**src/rtl/csi_channel.sv**
```systemverilog
module csi_channel #(
  parameter int NBITS    = 8,
  parameter int HALF_MAX = 64
) (
  input  logic             clk,
  input  logic             rst_n,
  input  logic             ctl_we,
  input  logic [7:0]       ctl_wdata,
  output logic [7:0]       ctl_rdata,
  input  logic             tx_we,
  input  logic [NBITS-1:0] tx_data,
  output logic [NBITS-1:0] rx_data,
  output logic             busy,
  output logic             done,
  input  logic             brg_tick,
  input  logic             sck_in,
  output logic             sck_out,
  output logic             sck_oe,
  input  logic             sdi,
  output logic             sdo
);
  localparam int PW = $clog2(HALF_MAX);
  localparam int EW = $clog2(2 * NBITS);
  localparam logic [EW-1:0] LAST_EDGE = EW'(2 * NBITS - 1);

  logic             pol, pha;
  logic [2:0]       csel;
  logic [PW-1:0]    pre;
  logic [EW-1:0]    ecnt;
  logic             lvl, sdo_q;
  logic             s1, s2, s3;
  logic [NBITS-1:0] tsr, rsr;

  wire unused_ok = &{1'b0, ctl_wdata[7:5]};

  wire          slave   = (csel == 3'd7);
  wire          use_brg = (csel == 3'd6);
  wire [PW:0]   half    = (PW+1)'(HALF_MAX) >> csel;
  wire [PW:0]   half_m1 = half - 1'b1;
  wire          tick    = use_brg ? brg_tick : ({1'b0, pre} == half_m1);
  wire          s_edge  = s2 ^ s3;
  wire          edge_ev = busy & (slave ? s_edge : tick);
  wire          lead    = ~ecnt[0];
  wire          smp     = edge_ev & (pha ? ~lead : lead);
  wire          shf     = edge_ev & (pha ? lead : ~lead);
  wire          last    = edge_ev & (ecnt == LAST_EDGE);
  wire          start   = tx_we & ~busy;
  wire [NBITS-1:0] rsr_n = smp ? {rsr[NBITS-2:0], sdi} : rsr;

  assign ctl_rdata = {3'b000, pol, pha, csel};
  assign sck_out   = lvl ^ ~pol;
  assign sck_oe    = ~slave;
  assign sdo       = sdo_q;

  always_ff @(posedge clk or negedge rst_n) begin
    if (!rst_n) begin
      pol <= 1'b0; pha <= 1'b0; csel <= 3'd0;
      pre <= '0; ecnt <= '0; lvl <= 1'b0; sdo_q <= 1'b0;
      s1 <= 1'b1; s2 <= 1'b1; s3 <= 1'b1;
      tsr <= '0; rsr <= '0; rx_data <= '0;
      busy <= 1'b0; done <= 1'b0;
    end else begin
      s1 <= sck_in; s2 <= s1; s3 <= s2;
      done <= 1'b0;
      if (ctl_we && !busy) {pol, pha, csel} <= ctl_wdata[4:0];
      if (start) begin
        busy <= 1'b1;
        ecnt <= '0;
        lvl  <= 1'b0;
        pre  <= '0;
        rsr  <= '0;
        if (pha) tsr <= tx_data;
        else begin
          tsr   <= {tx_data[NBITS-2:0], 1'b0};
          sdo_q <= tx_data[NBITS-1];
        end
      end else if (busy) begin
        pre <= tick ? '0 : pre + 1'b1;
        rsr <= rsr_n;
        if (shf) begin
          sdo_q <= tsr[NBITS-1];
          tsr   <= {tsr[NBITS-2:0], 1'b0};
        end
        if (edge_ev) begin
          ecnt <= ecnt + 1'b1;
          lvl  <= ~lvl;
        end
        if (last) begin
          busy    <= 1'b0;
          done    <= 1'b1;
          rx_data <= rsr_n;
          lvl     <= 1'b0;
        end
      end
    end
  end

  a_r10_ctl_locked: assert property (@(posedge clk) disable iff (!rst_n)
    (busy && ctl_we) |=> $stable(ctl_rdata));
  a_r9_done_single: assert property (@(posedge clk) disable iff (!rst_n)
    done |=> !done);
  a_r9_done_idle: assert property (@(posedge clk) disable iff (!rst_n)
    done |-> !busy);
  a_r9_start_busy: assert property (@(posedge clk) disable iff (!rst_n)
    (tx_we && !busy) |=> busy);
  a_r5_idle_level: assert property (@(posedge clk) disable iff (!rst_n)
    (!busy && !slave) |-> (sck_out == ~pol));
  a_r6_msb_first_out: assert property (@(posedge clk) disable iff (!rst_n)
    (tx_we && !busy && !pha && !ctl_we) |=> (sdo == $past(tx_data[NBITS-1])));
endmodule

```
**config.mk**
```make
export PLATFORM = sky130hd
export DESIGN_NAME = csi_channel
export DESIGN_NICKNAME = d
export VERILOG_FILES = /design/src/rtl/csi_channel.sv
export SDC_FILE = /design/constraint.sdc
export NUM_CORES = 1
export LEC_CHECK = 0
export ABC_CLOCK_PERIOD_IN_PS = 3400
export BUFFER_PORTS_ARGS = -buffer_cell sky130_fd_sc_hd__buf_2
export CAP_MARGIN = 20
export CORE_MARGIN = 2
export CORE_UTILIZATION = 55
export CTS_CLUSTER_SIZE = 8
export DETAILED_ROUTE_END_ITERATION = 8
export GPL_ROUTABILITY_DRIVEN = 1
export PLACE_DENSITY = 0.79
export SYNTH_ARGS = -nofsm -noshare
export SYNTH_HDL_FRONTEND = slang
export SYNTH_SLANG_ARGS = --single-unit
```
**constraint.sdc**
```tcl
create_clock -name clk -period 3.4 [get_ports clk]
set_input_delay 0.68 -clock clk [delete_from_list [all_inputs] [get_ports clk]]
set_output_delay 0.68 -clock clk [all_outputs]
set_load 0.1 [all_outputs]
```
==> metrics.md <==
| Metric | Value |
|---|---|
| DRT Pass-1 Iters | 4 |
| Most common cell after layout, fill and taps aside | dfrtp_1 |
| Max clock buf depth | 2 |
| Layout area overhead | 13.2% |
| Final period util | 88.3% |
| Multi-input logic area | 1170 um^2 |
| Primary FF master, synth | dfrtp_1 |
| Final Hold Viols | 0 |
| Fin. max-slew vios | 0 |
| Main area contributors after synthesis | dfrtp_1 44%, nand2_1 5.5%, mux2_4 4.3% |
| Worst VDD drop | 0.000465 V |
| Pin count of the biggest net entering global routing | 47 |
| Postcts setup bufs | 0 |
| Relative slew slack | 55.8% |
| Crit path capture type | flop |
| Core ar. | 4320 um^2 |
| Vias per inst | 5.47 |
| Achievable clock frequency | approximately 0.33 GHz |
| Worst reg2reg startpoint | csel[2] |
| Vias in the first global route | 1716 |
| Initial antenna violation count | 0 |
| CTS tree | yes |
| Die width | around 70 um |
| Reg2reg end | rsr[7] |
| Status | finished, final reports clean |
| First-pass GRT wire length | just over 8000 um |
| Final net count | approximately 310 |
| FF/Latch Area | roughly 1200 um^2 |
| Initial Util | between 50% and 60% |
| Aggregate routed wire length | ~4700 um |
| Max-cap check violation count | 0 |
| Die H | 70.8 um |
| Worst path arrival time | 3.19 ns |
| CTS Sinks | 46 |
| Lkg Pwr | 1.31 nW |
| Die Area | 5020 um^2 |
| Crit Path Max Fanout | 10 |
| Skew-Pair Late Insertion Delay | 0.30 ns |
| Flop-to-flop setup slack | ~0.4 ns |
| Compound-Gate Fraction of Synth Area | 17.1% |
| Beginning of the critical path | csel[2] |
| Setup Crit Path Kind | reg2reg |
| Vias | 1826 |
| # diodes | 0 |
| Worst setup path end | rsr[7] |
| # DRC | 0 |
| Minimum clock period | 3.00 ns |
| Post-Synth Adder-Cell Area | 1.53% |
| Antenna Violating Nets Remaining | 0 |
| Critical Path RT | roughly 3.6 ns |
| Synthesized cell area | 2460 um^2 |
| # fillers | 363 |
| CTS H-tree depth | 2 |
| Worst R2R Path Depth | 10 |
| CTS Hold Bufs | 0 |
| CTS root buf | clkbuf_8 |
| Mux share of post-synthesis cell area | 9.83% |
| Initial DRC count | around 110 |
| Critical Path Start Type | flop |
| Cells after synthesis | 247 |
| Largest family of logic cells by synthesized area | compound AO/OA/AOI/OAI gates |
| Worst hold path type | in2async |
| Synth Area in XOR/XNOR | 3.21% |
| Grt ovf | 0 |
| Number of synthesized flops with an enable pin | 0 |
| Seq cells post-synth | 46 |
| Yosys top cell by area | dfrtp_1 |
| Asr flop ratio synth | 100% |
| Row cnt | 24 |
| # port buffers | 37 |
| Synth Area in Simple Gates | roughly 15% |
| Synth top area share | a little over two fifths |
| Unrepaired setup endpoints after global routing | false |
| Num CTS Buffers | 5 |
| Number of I/O pins | 44 |
| CTS resizes | 0 |
| Post-DP HPWL | ~3200 um |
| Final setup viols | 0 |
| Tot GR Track Use | between 20% and 30% |
| Skew final | 0.00512 ns |
| Fraction of layout cells with a size suffix above 1 | 27.0% |
| Total power | 2.31 mW |
| Setup TNS | 0 ns |
| Worst-path clk slew | 0.09 ns |
| Synth warn | 0 |
| Routability cong. | 0.756 |
| Mapped Avg Cell Area | 9.95 um^2 |
| Seq/Total Area, Yosys | 47.0% |
| Cell variety after synth | 45 |
| WL per Instance | between 10 and 15 um |
| Most frequent cells in the layout | 42 x dfrtp_1, 37 x buf_2, 36 x nand2_1 |
| Pwr/cell area | 832 nW/um^2 |
| Slew @ Worst Pin | between 0.6 and 0.7 ns |
-- power breakdown --
group / leakage, nW / internal, mW / switching, mW / total (mW)
clock: 0.0585 / 0.220 / 0.193 / 0.413
combinational: 0.679 / 0.342 / 0.650 / 0.991
sequential: 0.575 / 0.728 / 0.183 / 0.910
-- how the worst min path moves through the flow --
| stage | start | to | slack (ns) | cells past startpoint |
|---|---|---|---|---|
| 2_1_floorplan | s1 | s2 | 0.35 | 0 |
| 3_3_place_gp | s1 | s2 | 0.35 | 0 |
| 3_5_place_dp | s1 | s2 | 0.35 | 0 |
| 4_1_cts | s1 | s2 | 0.36 | 0 |
| 5_1_grt | rst_n | rx_data[6] | 0.34 | 1 |
| 6_report | rst_n | pha | 0.32 | 1 |
-- cell type report --
class | count | area share, %
Sequential cell | 46 | 41.6
Tap cell | 52 | 2.34
Clock inverter | 3 | 1.57
Multi-Input combinational cell | 175 | 42.1
Inverter | 11 | 1.48
Timing Repair Buffer | 42 | 8.46
Clock buffer | 5 | 2.47
-- flip-flops by register name, summed over array words and instances, names as in the netlist, 3 cells and up --
| name | cells |
|---|---|
| rsr | 8 |
| rx_data | 8 |
| csel | 3 |
| pre | 6 |
| ecnt | 4 |
| tsr | 8 |
-- kinds of logic after synthesis --
logic type,count (synthesis)
AO/OA/AOI/OAI,59
XOR/XNOR,9
adder cells (fa/ha/maj),3
buffers and inverters,28
flip-flops,46
multiplexers,20
other,1
AND/OR/NAND/NOR,81
-- cell usage after synthesis, types with 2 or more instances --
library cell  count
dfrtp_1          43
nand2_1          36
nor2_1           14
a31oi_1          13
o21ai_0          13
inv_1            11
o21ai_1          11
mux2i_1           8
nand3_1           8
buf_4             7
mux2_4            7
nor3_1            6
xor2_1            6
a21oi_1           5
clkbuf_1          5
mux2_2            5
buf_2             4
nand2b_1          4
a21oi_4           3
dfstp_2           3
ha_1              3
nor2b_1           3
xnor2_1           3
a22o_1            2
and4b_1           2
o211ai_1          2
or2_2             2
-- metal layers --
metal / up-vias / global-route usage [%] / share of wire (%) / routed length (um)
met5: - / 0 / 0 / 0
met1: 868 / 29.5 / 50 / 2330
li1: 917 / - / - / -
met2: 32 / 30.9 / 45 / 2120
met4: 0 / 7.55 / 1.5 / 68
met3: 9 / 3.13 / 3.3 / 154
-- through the flow --
| stage | setup slack [ns] | utilization (%) | hold WS (ns) | cells | instance area [um^2] |
|---|---|---|---|---|---|
| floorplan | 0.00388 | - | 0.345 | 249 | 2470 |
| global placement | 0.432 | 61.3 | 0.346 | 325 | 2650 |
| detailed placement | 0.413 | 61.3 | 0.351 | 325 | 2650 |
| CTS | 0.408 | 63.9 | 0.364 | 333 | 2760 |
| global route | 0.231 | 64.3 | 0.344 | 334 | 2780 |
| finish | 0.398 | 64.3 | 0.322 | 334 | 2780 |
-- critical path: stages (launching register included) --
cell and delay (ns):
dfrtp_1 0.50, nor2b_1 0.24, nand2_1 0.09, ha_1 0.24, xor2_1 0.18, nor4_1 0.27, nand3_1 0.13, a2111o_4 0.53
a21o_1 0.30, a21oi_4 0.31, o21ai_1 0.09
No activity file was read; power rests on OpenSTA's default activity.
